==> config.mk <==
export PLATFORM = sky130hd
export DESIGN_NAME = csel_final_add
export DESIGN_NICKNAME = d
export VERILOG_FILES = /design/src/rtl/fadd_pkg.sv /design/src/rtl/ripple_add.sv /design/src/rtl/inc_conv.sv /design/src/rtl/inc_conv_cy.sv /design/src/rtl/csel_blk.sv /design/src/rtl/csel_final_add.sv
export SDC_FILE = /design/constraint.sdc
export NUM_CORES = 1
export LEC_CHECK = 0
export BUFFER_PORTS_ARGS = -buffer_cell sky130_fd_sc_hd__buf_2
export CAP_MARGIN = 20
export CORE_MARGIN = 2
export CORE_UTILIZATION = 34
export DETAILED_ROUTE_END_ITERATION = 8
export GPL_TIMING_DRIVEN = 0
export PLACE_DENSITY = 0.9
export SYNTH_ARGS = -nofsm -noshare
export SYNTH_HDL_FRONTEND = slang
export SYNTH_SLANG_ARGS = --single-unit
export TNS_END_PERCENT = 5
==> constraint.sdc <==
create_clock -name vclk -period 7
set_input_delay 1.05 -clock vclk [all_inputs]
set_output_delay 1.05 -clock vclk [all_outputs]
set_load 0.03 [all_outputs]
==> src/rtl/fadd_pkg.sv <==
package fadd_pkg;
  localparam int unsigned PASS_W_D  = 16;
  localparam int unsigned OVL_W_D   = 4;
  localparam int unsigned BASE_W_D  = 4;
  localparam int unsigned NUM_BLK_D = 2;

  // offset of block k above the overlap, widths double per block
  function automatic int unsigned blk_off(int unsigned base_w, int unsigned k);
    return base_w * ((1 << k) - 1);
  endfunction
endpackage

==> src/rtl/ripple_add.sv <==
module ripple_add #(
  parameter int unsigned W = 4
) (
  input  logic [W-1:0] a_i,
  input  logic [W-1:0] b_i,
  output logic [W-1:0] s_o,
  output logic         co_o
);
  logic [W:0] c;
  assign c[0] = 1'b0;
  for (genvar i = 0; i < W; i++) begin : g_fa
    assign s_o[i]  = a_i[i] ^ b_i[i] ^ c[i];
    assign c[i+1]  = (a_i[i] & b_i[i]) | (c[i] & (a_i[i] ^ b_i[i]));
  end
  assign co_o = c[W];
endmodule

==> src/rtl/inc_conv.sv <==
module inc_conv #(
  parameter int unsigned W = 4
) (
  input  logic [W-1:0] b_i,
  output logic [W-1:0] y_o
);
  logic [W-1:0] t;
  assign t[0] = 1'b1;
  for (genvar i = 1; i < W; i++) begin : g_t
    assign t[i] = t[i-1] & b_i[i-1];
  end
  assign y_o = b_i ^ t;
endmodule

==> src/rtl/inc_conv_cy.sv <==
module inc_conv_cy #(
  parameter int unsigned W = 4
) (
  input  logic [W-1:0] b_i,
  output logic [W:0]   y_o
);
  logic [W-1:0] y;
  inc_conv #(.W(W)) u_inc (.b_i(b_i), .y_o(y));
  assign y_o = {&b_i, y};
endmodule

==> src/rtl/csel_blk.sv <==
module csel_blk #(
  parameter int unsigned W      = 4,
  parameter bit          CY_OUT = 1'b1,
  localparam int unsigned OUT_W = W + (CY_OUT ? 1 : 0)
) (
  input  logic [W-1:0]     b_i,
  input  logic             sel_i,
  output logic [OUT_W-1:0] s_o
);
  if (CY_OUT) begin : g_cy
    logic [W:0] inc;
    inc_conv_cy #(.W(W)) u_conv (.b_i(b_i), .y_o(inc));
    assign s_o = sel_i ? inc : {1'b0, b_i};
  end else begin : g_nocy
    logic [W-1:0] inc;
    inc_conv #(.W(W)) u_conv (.b_i(b_i), .y_o(inc));
    assign s_o = sel_i ? inc : b_i;
  end
endmodule

==> src/rtl/csel_final_add.sv <==
module csel_final_add
  import fadd_pkg::*;
#(
  parameter int unsigned PASS_W  = PASS_W_D,
  parameter int unsigned OVL_W   = OVL_W_D,
  parameter int unsigned BASE_W  = BASE_W_D,
  parameter int unsigned NUM_BLK = NUM_BLK_D,
  localparam int unsigned LO_W   = PASS_W + OVL_W,
  localparam int unsigned HI_W   = OVL_W + blk_off(BASE_W, NUM_BLK),
  localparam int unsigned P_W    = PASS_W + HI_W
) (
  input  logic [LO_W-1:0] lo_i,
  input  logic [HI_W-1:0] hi_i,
  output logic [P_W-1:0]  prod_o
);
  logic [NUM_BLK-1:0] sel_c;

  assign prod_o[PASS_W-1:0] = lo_i[PASS_W-1:0];

  ripple_add #(.W(OVL_W)) u_ovl (
    .a_i (lo_i[PASS_W +: OVL_W]),
    .b_i (hi_i[0 +: OVL_W]),
    .s_o (prod_o[PASS_W +: OVL_W]),
    .co_o(sel_c[0])
  );

  for (genvar k = 0; k < NUM_BLK; k++) begin : g_blk
    localparam int unsigned BW  = BASE_W << k;
    localparam int unsigned OFF = OVL_W + blk_off(BASE_W, k);
    if (k < NUM_BLK - 1) begin : g_mid
      logic [BW:0] s;
      csel_blk #(.W(BW), .CY_OUT(1'b1)) u_blk (
        .b_i(hi_i[OFF +: BW]), .sel_i(sel_c[k]), .s_o(s));
      assign prod_o[PASS_W + OFF +: BW] = s[BW-1:0];
      assign sel_c[k+1] = s[BW];
    end else begin : g_top
      logic [BW-1:0] s;
      csel_blk #(.W(BW), .CY_OUT(1'b0)) u_blk (
        .b_i(hi_i[OFF +: BW]), .sel_i(sel_c[k]), .s_o(s));
      assign prod_o[PASS_W + OFF +: BW] = s;
    end
  end
endmodule

# Yosys cells after proc, flatten, opt, wreduce, memory -nomap -nowiden
# Cells that the tools add are included.
dict set report totals {
  reg_bits 0
  input_bits 36
  wordCells 30
  output_inout_bits 32
}
dict set report op_classes {
  bitwise 27
  n_reduce_logical 1
  mux 2
}
# operator count
set op_table {}
lappend op_table {{bitwise AND 1 bit} 15}
lappend op_table {{2-to-1 mux 8 bit} 1}
lappend op_table {{XOR 8 bit} 1}
lappend op_table {{XOR 1 bit} 7}
lappend op_table {{2-to-1 mux 5 bit} 1}
lappend op_table {{AND reduction 4 bit} 1}
lappend op_table {{XOR 4 bit} 1}
lappend op_table {{bitwise OR 1 bit} 3}

# Logic depth before layout (Yosys ltp)
# Gate-level depths: netlist of run 1.
dict set report depth {
  depth_word 9
  ltp_mapped 9
  ltp_nobuf 9
}

# Modules after synthesis
# A second synthesis of run 1 with hierarchy kept.
dict set report unflattened {
  hier_cells 57
  area_unflattened_um2 548.0
}
# mod cells_per_inst instances area_per_inst_um2 seq_area_each_um2
set modules_own_cells {}
lappend modules_own_cells {{csel_blk at g_blk[1].g_top.u_blk} 9 1 131.4 0.0}
lappend modules_own_cells {csel_final_add 16 1 120.1 0.0}
lappend modules_own_cells {ripple_add 14 1 110.1 0.0}
lappend modules_own_cells {{inc_conv at g_blk[1].g_top.u_blk.g_nocy.u_conv} 8 1 87.6 0.0}
lappend modules_own_cells {{csel_blk at g_blk[0].g_mid.u_blk} 5 1 52.6 0.0}
lappend modules_own_cells {{inc_conv at g_blk[0].g_mid.u_blk.g_cy.u_conv.u_inc} 4 1 37.5 0.0}
lappend modules_own_cells {inc_conv_cy 1 1 8.8 0.0}

# Least setup slack after synthesis of run 1
# No wires, ideal clock.
dict set report synth_timing {
  path_kind {input port to output port}
  startpoint {in lo_i[16]}
  endpoint {out prod_o[31]}
  required_ns 5.950
  path_slack_ns 2.916
  arrival_time_ns 3.034
  stages 9
  path_buffers 0
  cell_sequence {ha_1 > fa_1 > inv_1 > fa_1 > inv_1 > fa_1 > nand4_4 > nor2_1 > xor2_1}
}
dict set report synth_via {
  elab_chain_cells 9
}
# element line
set synth_rtl {}
lappend synth_rtl {{start: declaration} csel_final_add.sv:12} ;# input logic [LO_W-1:0] lo_i,
lappend synth_rtl {{bitwise AND 1 bit (2 in series)} ripple_add.sv:13} ;# assign c[i+1] = (a_i[i] & b_i[i]) | (c[i] & (a_i[i] ^ b_i[i]));
lappend synth_rtl {{bitwise OR 1 bit} ripple_add.sv:13}
lappend synth_rtl {{bitwise AND 1 bit} ripple_add.sv:13}
lappend synth_rtl {{bitwise OR 1 bit} ripple_add.sv:13}
lappend synth_rtl {{bitwise AND 1 bit} ripple_add.sv:13}
lappend synth_rtl {{bitwise OR 1 bit} ripple_add.sv:13}
lappend synth_rtl {{2-to-1 mux 5 bit} csel_blk.sv:13} ;# assign s_o = sel_i ? inc : {1'b0, b_i};
lappend synth_rtl {{2-to-1 mux 8 bit} csel_blk.sv:17} ;# assign s_o = sel_i ? inc : b_i;
lappend synth_rtl {{end: declaration} csel_final_add.sv:14} ;# output logic [P_W-1:0] prod_o
# Every way passes these cells.

# Final worst setup path of run 1
dict set report layout_timing {
  startpoint {in lo_i[16]}
  endpoint {out prod_o[29]}
}
# Same word-level chain as after synthesis.

==> results of run 1 <==
where the power goes:
part	total, mW	internal, mW	switching, mW
clock network	0	0	0
logic	0.0711	0.0269	0.0442
registers	0	0	0
area by class of cell:
class,count,area (µm²)
multi-input cells,27,327
inverters,6,22.5
fillers,128,553
repair buffers,52,260
well taps,15,18.8
plain buffers,16,120
routing by layer:
metal	vias up	track usage (%)	wire, µm
met5	-	0	0
met4	0	0	0
met3	0	1.09	189
met2	46	27.7	624
met1	221	8.33	265
li1	250	-	-
cell families after synthesis:
group                    after synthesis  synth area share (%)
adder cells (fa/ha/maj)               12                  36.8
XOR/XNOR                               4                  7.47
AND/OR/NAND/NOR                        3                  6.13
buffers and inverters                 22                  30.4
multiplexers                           8                  19.2
critical path, stage by stage:
cell and delay, ns:
buf_2 0.10, ha_1 0.20, fa_1 0.35, inv_1 0.08, fa_1 0.16, inv_1 0.05
fa_1 0.48, nand4_4 0.19, mux2_2 0.35, buf_2 0.18
path summary, 6_finish.rpt:
kind / start / slack [ns] / to / depth (start not counted)
min: lo_i[12] / 2.35 / prod_o[12] / 2
max: lo_i[16] / 2.77 / prod_o[29] / 10
placed cells by master, fill, tap and decap left out:
cell	synthesis	routed
buf_2	0	52
buf_4	16	16
fa_1	3	3
ha_1	9	9
inv_1	6	6
mux2_2	8	8
nand2_1	1	1
nand4_4	1	1
nor2_1	1	1
xnor2_1	2	2
xor2_1	2	2
metrics by stage:
stage / setup slack, ns / std cells / hold WS [ns]
after floorplan: 2.92 / 49 / 2.23
after global placement: 2.79 / 116 / 2.35
after detailed placement: 2.75 / 116 / 2.35
after CTS: 2.75 / 116 / 2.35
after global routing: 2.66 / 116 / 2.36
final: 2.77 / 116 / 2.35
==> results.md, run 1 <==
- Status: complete, no violations
- Critical path class: primary input to output pin
- Top cells by area, synth: buf_4, ha_1, mux2_2
- Die area: 1690 µm²
- Fin. max-slew vios: 0
- Final Cell Area: 748 µm²
- Final setup fails: 0
- Ys Warns: 0
- Synthesized area: 469 µm²
- # diodes: 0
- Final HPWL DP: 1050 µm
- Worst slew margin: 82.7%
- Crit start category: primary input
- Hold Buf Count CTS: 0
- Routability cong.: 0.628
- Post-route DRC: 0
- Cell Pwr Density: 95.0 nW/µm²
- Row Count: 13
- Via count: 517
- Synth top cells by count: buf_4, ha_1, mux2_2
- Port bufs: 52
- Netlist cell types: 10
- Number of DRC markers in iteration 0: 0
- Final hold violations: 0
- F_max: 0.236 GHz
- Post-Synthesis Net Count: 97
- Fin crit share: 60.5%
- DRT Pass-1 Iters: 1
- RSZ-0062 raised after global routing: no
- Worst VDD drop: 0.0729 mV
- Core Box Area: 1300 µm²
- Slew @ Worst Pin: 0.258 ns
- Nature of the critical path endpoint: output pin
- Gate Count Post-Synth: 49
- Area after DPL: 748 µm²
- Core Util, Final: 57.5%
- Final min period: 4.23 ns
- Reg area: 0 µm²
- Final ANT Viol Nets: 0
- Max Cap Viol: 0
- Total Nets Final: 151
- Hold Path Class: primary input to output pin
- Largest net degree at the start of global routing: 9
- Sequential-to-total area share from yosys stat: 0%
- Setup TNS Final: 0 ns
- Avg Vias per Cell: 4.46
- P_leak: 0.459 nW
- First-pass GRT wire length: 1320 µm
- # resized after CTS: 0
- Clock buffer count: 0
- Final WL: 1080 µm
- DR WL/cell: 9.31 µm
- Synth-to-Final Area Change: 59.5%
- Starting Density: 36.1%
- Number of global-route vias before repair: 409
- Share of layout cells above drive strength 1: 76.2%
- Final total power: 0.0711 mW
- CP Data Arrival Time: 3.18 ns
- Gr usage total: 11.0%
- I/O pin count: 68
- Horiz. Die Dim: 41.2 µm
- Gr ovfl total: 0
- Syn Area/Cell: 9.58 µm²
- Share of the synthesized area in the top cell type: 25.6%
- Post-synth top area cell: buf_4
- Critical-path maximum fanout: 8
- FF+latch count: 0
- Setup Fix Bufs, Post-CTS: 0
- Required time of the critical path: 5.95 ns
- Count leader, synth: buf_4
- Chip Height: 41.2 µm
- Initial antenna violation count: 0
(Power assumes the default switching activity.)
==> inputs of run 2 (changes only) <==
--- a/config.mk
+++ b/config.mk
@@ -8,10 +8,10 @@
 export BUFFER_PORTS_ARGS = -buffer_cell sky130_fd_sc_hd__buf_2
 export CAP_MARGIN = 20
 export CORE_MARGIN = 2
-export CORE_UTILIZATION = 34
+export CORE_UTILIZATION = 29
 export DETAILED_ROUTE_END_ITERATION = 8
 export GPL_TIMING_DRIVEN = 0
-export PLACE_DENSITY = 0.9
+export PLACE_DENSITY = 0.82
 export SYNTH_ARGS = -nofsm -noshare
 export SYNTH_HDL_FRONTEND = slang
 export SYNTH_SLANG_ARGS = --single-unit
==> constraint.sdc (replaced) <==
create_clock -name vclk -period 3.6
set_input_delay 0.54 -clock vclk [all_inputs]
set_output_delay 0.54 -clock vclk [all_outputs]
set_load 0.03 [all_outputs]
==> run 2 against run 1 <==
Via count fell by 4.4%. Clock-buffer cell count did not move. Worst setup slack got worse by 2.4 ns. Sequential cell count did not move. Utilization fell by 7.7 points. Non-clock buffer count did not move. Die area rose by 16%. Worst hold slack got worse by 1.0 ns. Critical endpoint is now prod_o[25]. Largest cell class unchanged. Largest power group unchanged. Highest routed layer unchanged.
==> results.md, run 2 (synthesized netlist as in run 1, its figures left out) <==
- Worst VDD drop: 0.0829 mV (+14%)
- Fin crit share: 89.5%
- Status: complete, no violations
- Number of DRC markers in iteration 0: 0 (unchanged)
- Critical-path maximum fanout: 8 (unchanged)
- Hold Buf Count CTS: 0 (unchanged)
- Chip Height: 44.2 µm (+7.5%)
- Core Box Area: 1510 µm² (+16%)
- Total Nets Final: 151 (unchanged)
- Setup TNS Final: 0 ns (unchanged)
- CP Data Arrival Time: 2.68 ns (-0.50 ns)
- First-pass GRT wire length: 1520 µm (+15%)
- Worst setup margin: 0.378 ns (-2.39 ns)
- Routed wl met3: 230 µm (+22%)
- F_max: 0.310 GHz
- Crit start category: primary input
- Met2 Wirelength: 479 µm (-23%)
- WL met1: 312 µm (+18%)
- Crit path buf inv count: 4 (unchanged)
- Clock buffer count: 0 (unchanged)
- Port bufs: 52 (unchanged)
- Critical path class: primary input to output pin
- Share of layout cells above drive strength 1: 76.2% (unchanged)
- Avg Vias per Cell: 4.22 (-5.3%)
- Nature of the critical path endpoint: output pin
- WP depth: 10 (unchanged)
- DR top layer: met3
- Die area: 1960 µm² (+16%)
- Max Cap Viol: 0 (unchanged)
- Worst slew margin: 82.4% (-0.31 points)
- Multi-input logic area: 327 µm² (unchanged)
- Final HPWL DP: 968 µm (-8.0%)
- CP Launch Point: lo_i[16]
- # resized after CTS: 0 (unchanged)
- Routability cong.: 0.692 (+10%)
- DR WL/cell: 8.74 µm (-6.2%)
- Max incr delay on CP: 0.49 ns (about the same)
- Most used cell, CP: fa_1
- Hold Path Class: primary input to output pin
- Gr ovfl total: 0 (unchanged)
- Initial antenna violation count: 0 (unchanged)
- Slowest stage cell, crit path: fa_1
- Fin. max-slew vios: 0 (unchanged)
- Row Count: 14 (+1)
- Final setup fails: 0 (unchanged)
- Final ANT Viol Nets: 0 (unchanged)
- Via count: 494 (-4.4%)
- Required time of the critical path: 3.06 ns (-2.89 ns)
- Number of global-route vias before repair: 425 (+3.9%)
- Synth-to-Final Area Change: 59.7%
- RSZ-0062 raised after global routing: no
- P_leak: 0.459 nW (unchanged)
- WHS: 1.33 ns (-1.02 ns)
- Final min period: 3.22 ns
- Setup Fix Bufs, Post-CTS: 0 (unchanged)
- Commonest non-fill, non-tap cell in the layout: buf_2
- Horiz. Die Dim: 44.2 µm (+7.5%)
- FILL cells: 138 (+7.8%)
- Critical path's top delay family: adder cells
- Worst-path cell chain: buf_2 > ha_1 > fa_1 > inv_1 > fa_1 > inv_1 > fa_1 > nand4_4 > mux2_2 > buf_2
- Dpl ws: 0.355 ns (-2.39 ns)
- Starting Density: 31.1% (-4.9 points)
- I/O pin count: 68 (unchanged)
- Cell Pwr Density: 184 nW/µm² (+93%)
- Most frequent cells in the layout: buf_2, buf_4, ha_1
- # diodes: 0 (unchanged)
- Final hold violations: 0 (unchanged)
- Gr usage total: 9.40% (-1.6 points)
- Post-route DRC: 0 (unchanged)
- DRT Pass-1 Iters: 1 (unchanged)
- Slew @ Worst Pin: 0.263 ns (+0.00462 ns)
- Largest net degree at the start of global routing: 9 (unchanged)
- Reg area: 0 µm² (unchanged)
- Crit path to: prod_o[25]
- Final WL: 1020 µm (-5.4%)
- FF+latch count: 0 (unchanged)
- Final total power: 0.138 mW (+93%)
-- run 2: cell counts in the layout (fill, tap and decap cells not counted) --
Identical to the previous run, type by type.
-- run 2: power by group --
| group | internal (mW) | switching, mW |
|---|---|---|
| combinational | 0.0519 | 0.0856 |
| sequential | 0 | 0 |
| clock | 0 | 0 |
| total | 0.0519 | 0.0856 |
-- run 2: layout make-up --
class                      instances  area share [%]
tap                               16            2.67
inverter                           6            3.01
multi-input combinational         27            43.6
timing repair buffer              52            34.7
buffer                            16            16.0
-- run 2: worst min path at each step --
stage / start / to / slack [ns] / cells after the start
finish: lo_i[3] / prod_o[3] / 1.33 / 2
global route: lo_i[12] / prod_o[12] / 1.33 / 2
CTS: lo_i[14] / prod_o[14] / 1.33 / 2
detailed placement: lo_i[14] / prod_o[14] / 1.33 / 2
global placement: lo_i[0] / prod_o[0] / 1.33 / 2
floorplan: lo_i[0] / prod_o[0] / 1.21 / 1
-- run 2: layer usage --
| layer | vias to the layer above | GRT usage [%] |
|---|---|---|
| li1 | 249 | - |
| met1 | 195 | 8.37 |
| met2 | 50 | 21.8 |
| met3 | 0 | 1.63 |
| met4 | 0 | 0 |
| met5 | - | 0 |
-- run 2: through the flow --
stage / cells / area, µm² / utilization, %
2_1_floorplan: 49 / 469 / -
3_3_place_gp: 117 / 749 / 49.8
3_5_place_dp: 117 / 749 / 49.8
4_1_cts: 117 / 749 / 49.8
5_1_grt: 117 / 749 / 49.8
6_report: 117 / 749 / 49.8
==> inputs of run 3 (changes only) <==
--- a/config.mk
+++ b/config.mk
@@ -5,13 +5,14 @@
 export SDC_FILE = /design/constraint.sdc
 export NUM_CORES = 1
 export LEC_CHECK = 0
+export ABC_AREA = 1
 export BUFFER_PORTS_ARGS = -buffer_cell sky130_fd_sc_hd__buf_2
 export CAP_MARGIN = 20
 export CORE_MARGIN = 2
-export CORE_UTILIZATION = 29
+export CORE_UTILIZATION = 30
 export DETAILED_ROUTE_END_ITERATION = 8
 export GPL_TIMING_DRIVEN = 0
-export PLACE_DENSITY = 0.82
+export PLACE_DENSITY = 0.8
 export SYNTH_ARGS = -nofsm -noshare
 export SYNTH_HDL_FRONTEND = slang
 export SYNTH_SLANG_ARGS = --single-unit
==> run 3 against run 2 <==
Global-route usage rose by 1.5 points. Clock-buffer cell count did not move. Final area rose by 7.8%. Worst setup slack improved by 0.16 ns. Sequential cell count did not move. Via count rose by 31%. Fmax rose by 5.3%. Synthesized cell count rose by 63%. Cell count rose by 27%. Critical path type unchanged.
==> results.md, run 3 <==
- P_leak: 0.545 nW (+19%)
- Sequential-to-total area share from yosys stat: 0% (unchanged)
- Largest net degree at the start of global routing: 11 (+2)
- Synth Area in Compound Gates: 0.950% (+0.95 points)
- Largest family of logic cells by synthesized area: adder cells
- First-pass GRT wire length: 1800 µm (+19%)
- Reg area: 0 µm² (unchanged)
- Worst slew margin: 84.3% (+1.9 points)
- Post-route DRC: 0 (unchanged)
- Post-Synthesis Net Count: 128 (+32%)
- Post-synth top area cell: buf_4
- Setup TNS Final: 0 ns (unchanged)
- Slew @ Worst Pin: 0.234 ns (-0.0282 ns)
- Final ANT Viol Nets: 0 (unchanged)
- Share of layout cells above drive strength 1: 54.5% (-22 points)
- Synth top cells by count: nand2_1, buf_4, inv_1
- # diodes: 0 (unchanged)
- Syn Area/Cell: 6.58 µm² (-31%)
- Gate Count Post-Synth: 80 (+63%)
- Share of the synthesized area in the top cell type: 22.8% (-2.8 points)
- Status: complete, no violations
- Synthesized area: 527 µm² (+12%)
- Die area: 2110 µm² (+7.7%)
- Critical-path maximum fanout: 10 (+2)
- Final min period: 3.06 ns (-0.163 ns)
- Horiz. Die Dim: 45.9 µm (+3.8%)
- Hold Buf Count CTS: 0 (unchanged)
- Dpl ws: 0.520 ns (+0.164 ns)
- Count leader, synth: nand2_1
- Chip Height: 45.9 µm (+3.8%)
- Initial antenna violation count: 0 (unchanged)
- Hold Path Class: primary input to output pin
- WHS: 1.33 ns (+0.000400 ns)
- # resized after CTS: 0 (unchanged)
- Total Nets Final: 182 (+21%)
- Synth Area in Adders: 32.8% (-4.0 points)
- Number of DRC markers in iteration 0: 1 (+1)
- Ys Warns: 0 (unchanged)
- Required time of the critical path: 3.06 ns (about the same)
- F_max: 0.327 GHz (+5.3%)
- Max Cap Viol: 0 (unchanged)
- Cell Pwr Density: 182 nW/µm² (-0.91%)
- Final WL: 1360 µm (+33%)
- Multi-input logic area: 360 µm² (+10%)
- FILL cells: 178 (+29%)
- RSZ-0062 raised after global routing: no
- I/O pin count: 68 (unchanged)
- Final total power: 0.147 mW (+6.9%)
- Worst setup margin: 0.541 ns (+0.163 ns)
- Top cells by area, synth: buf_4, ha_1, nand2_1
- Synth-to-Final Area Change: 53.4%
- Fin. max-slew vios: 0 (unchanged)
- FF+latch count: 0 (unchanged)
- CP Data Arrival Time: 2.52 ns (-0.16 ns)
- DRT Pass-1 Iters: 2 (+1)
- Worst VDD drop: 0.0828 mV (-0.14%)
- Core Box Area: 1690 µm² (+12%)
- Setup Fix Bufs, Post-CTS: 0 (unchanged)
- Avg Vias per Cell: 4.34 (+2.8%)
- Routability cong.: 0.693 (+0.22%)
- Row Count: 15 (+1)
- Nature of the critical path endpoint: output pin
- Most frequent cells in the layout: buf_2, nand2_1, buf_4
- Netlist cell types: 13 (+3)
- Clock buffer count: 0 (unchanged)
- DR WL/cell: 9.13 µm (+4.6%)
- Gr ovfl total: 0 (unchanged)
- Number of global-route vias before repair: 492 (+16%)
- Final hold violations: 0 (unchanged)
- Hold Crit Depth: 2 (unchanged)
- Critical path class: primary input to output pin
- Final HPWL DP: 1230 µm (+27%)
- Gr usage total: 10.9% (+1.5 points)
- Simple-gate share of the synthesized area: 31.4% (+25 points)
- Starting Density: 31.2% (+0.039 points)
- CP Launch Point: lo_i[16]
- Final setup fails: 0 (unchanged)
- Port bufs: 52 (unchanged)
- Post-synthesis mux area share: 0% (-19 points)
- Crit start category: primary input
- Via count: 647 (+31%)
- Synth Area in XOR/XNOR: 3.33% (-4.1 points)
- Commonest non-fill, non-tap cell in the layout: buf_2
- Fin crit share: 85.0% (-4.5 points)
- Hold Crit Start: lo_i[13]
run 3: cell count changes in the layout (fill, tap and decap cells not counted), moves of 2 or more:
cell,before,now
xnor2_1,2,0
inv_1,6,10
nand2_1,1,26
mux2_2,8,0
nand3_1,0,8
run 3: area by class of cell:
cell class,instances,area share (%)
buffer,17,15.5
inverter,11,5.11
multi-input combinational,52,44.6
tap,17,2.63
timing repair buffer,52,32.2
run 3: where the power goes:
group          total, mW  switching [mW]  internal [mW]  leakage, nW
Sequential             0               0              0            0
Clock                  0               0              0            0
Combinational      0.147          0.0954         0.0516        0.545
Total              0.147          0.0954         0.0516        0.545
run 3: final timing paths:
check / endpoint
min: prod_o[13]
max: prod_o[22]
run 3: logic make-up (layout without fill, tap and decap cells):
group	after synthesis	after routing
buffers and inverters	28	80
adders and majority gates	12	12
and+or+nand+nor	37	37
AOI/OAI and AO/OA	1	1
xor gates and xnor gates	2	2
run 3: per-stage QoR:
| step | instances | area, µm² | utilization, % |
|---|---|---|---|
| after floorplan | 80 | 527 | - |
| after global placement | 149 | 808 | 47.9 |
| after detailed placement | 149 | 808 | 47.9 |
| after CTS | 149 | 808 | 47.9 |
| after global routing | 149 | 808 | 47.9 |
| final | 149 | 808 | 47.9 |
run 3: layer usage:
layer,part of all wire [%],track usage (%),up-vias
met3,10,0.794,0
met5,0,0,-
met1,37,11.2,276
met4,0,0,0
met2,53,23.9,35
li1,-,-,336
run 3: worst max-delay path, cell delays in order:
cell     delay (ns)
buf_2          0.10
ha_1           0.20
fa_1           0.36
inv_1          0.07
fa_1           0.15
inv_1          0.05
fa_1           0.46
buf_2          0.23
o21ai_1        0.15
buf_2          0.21
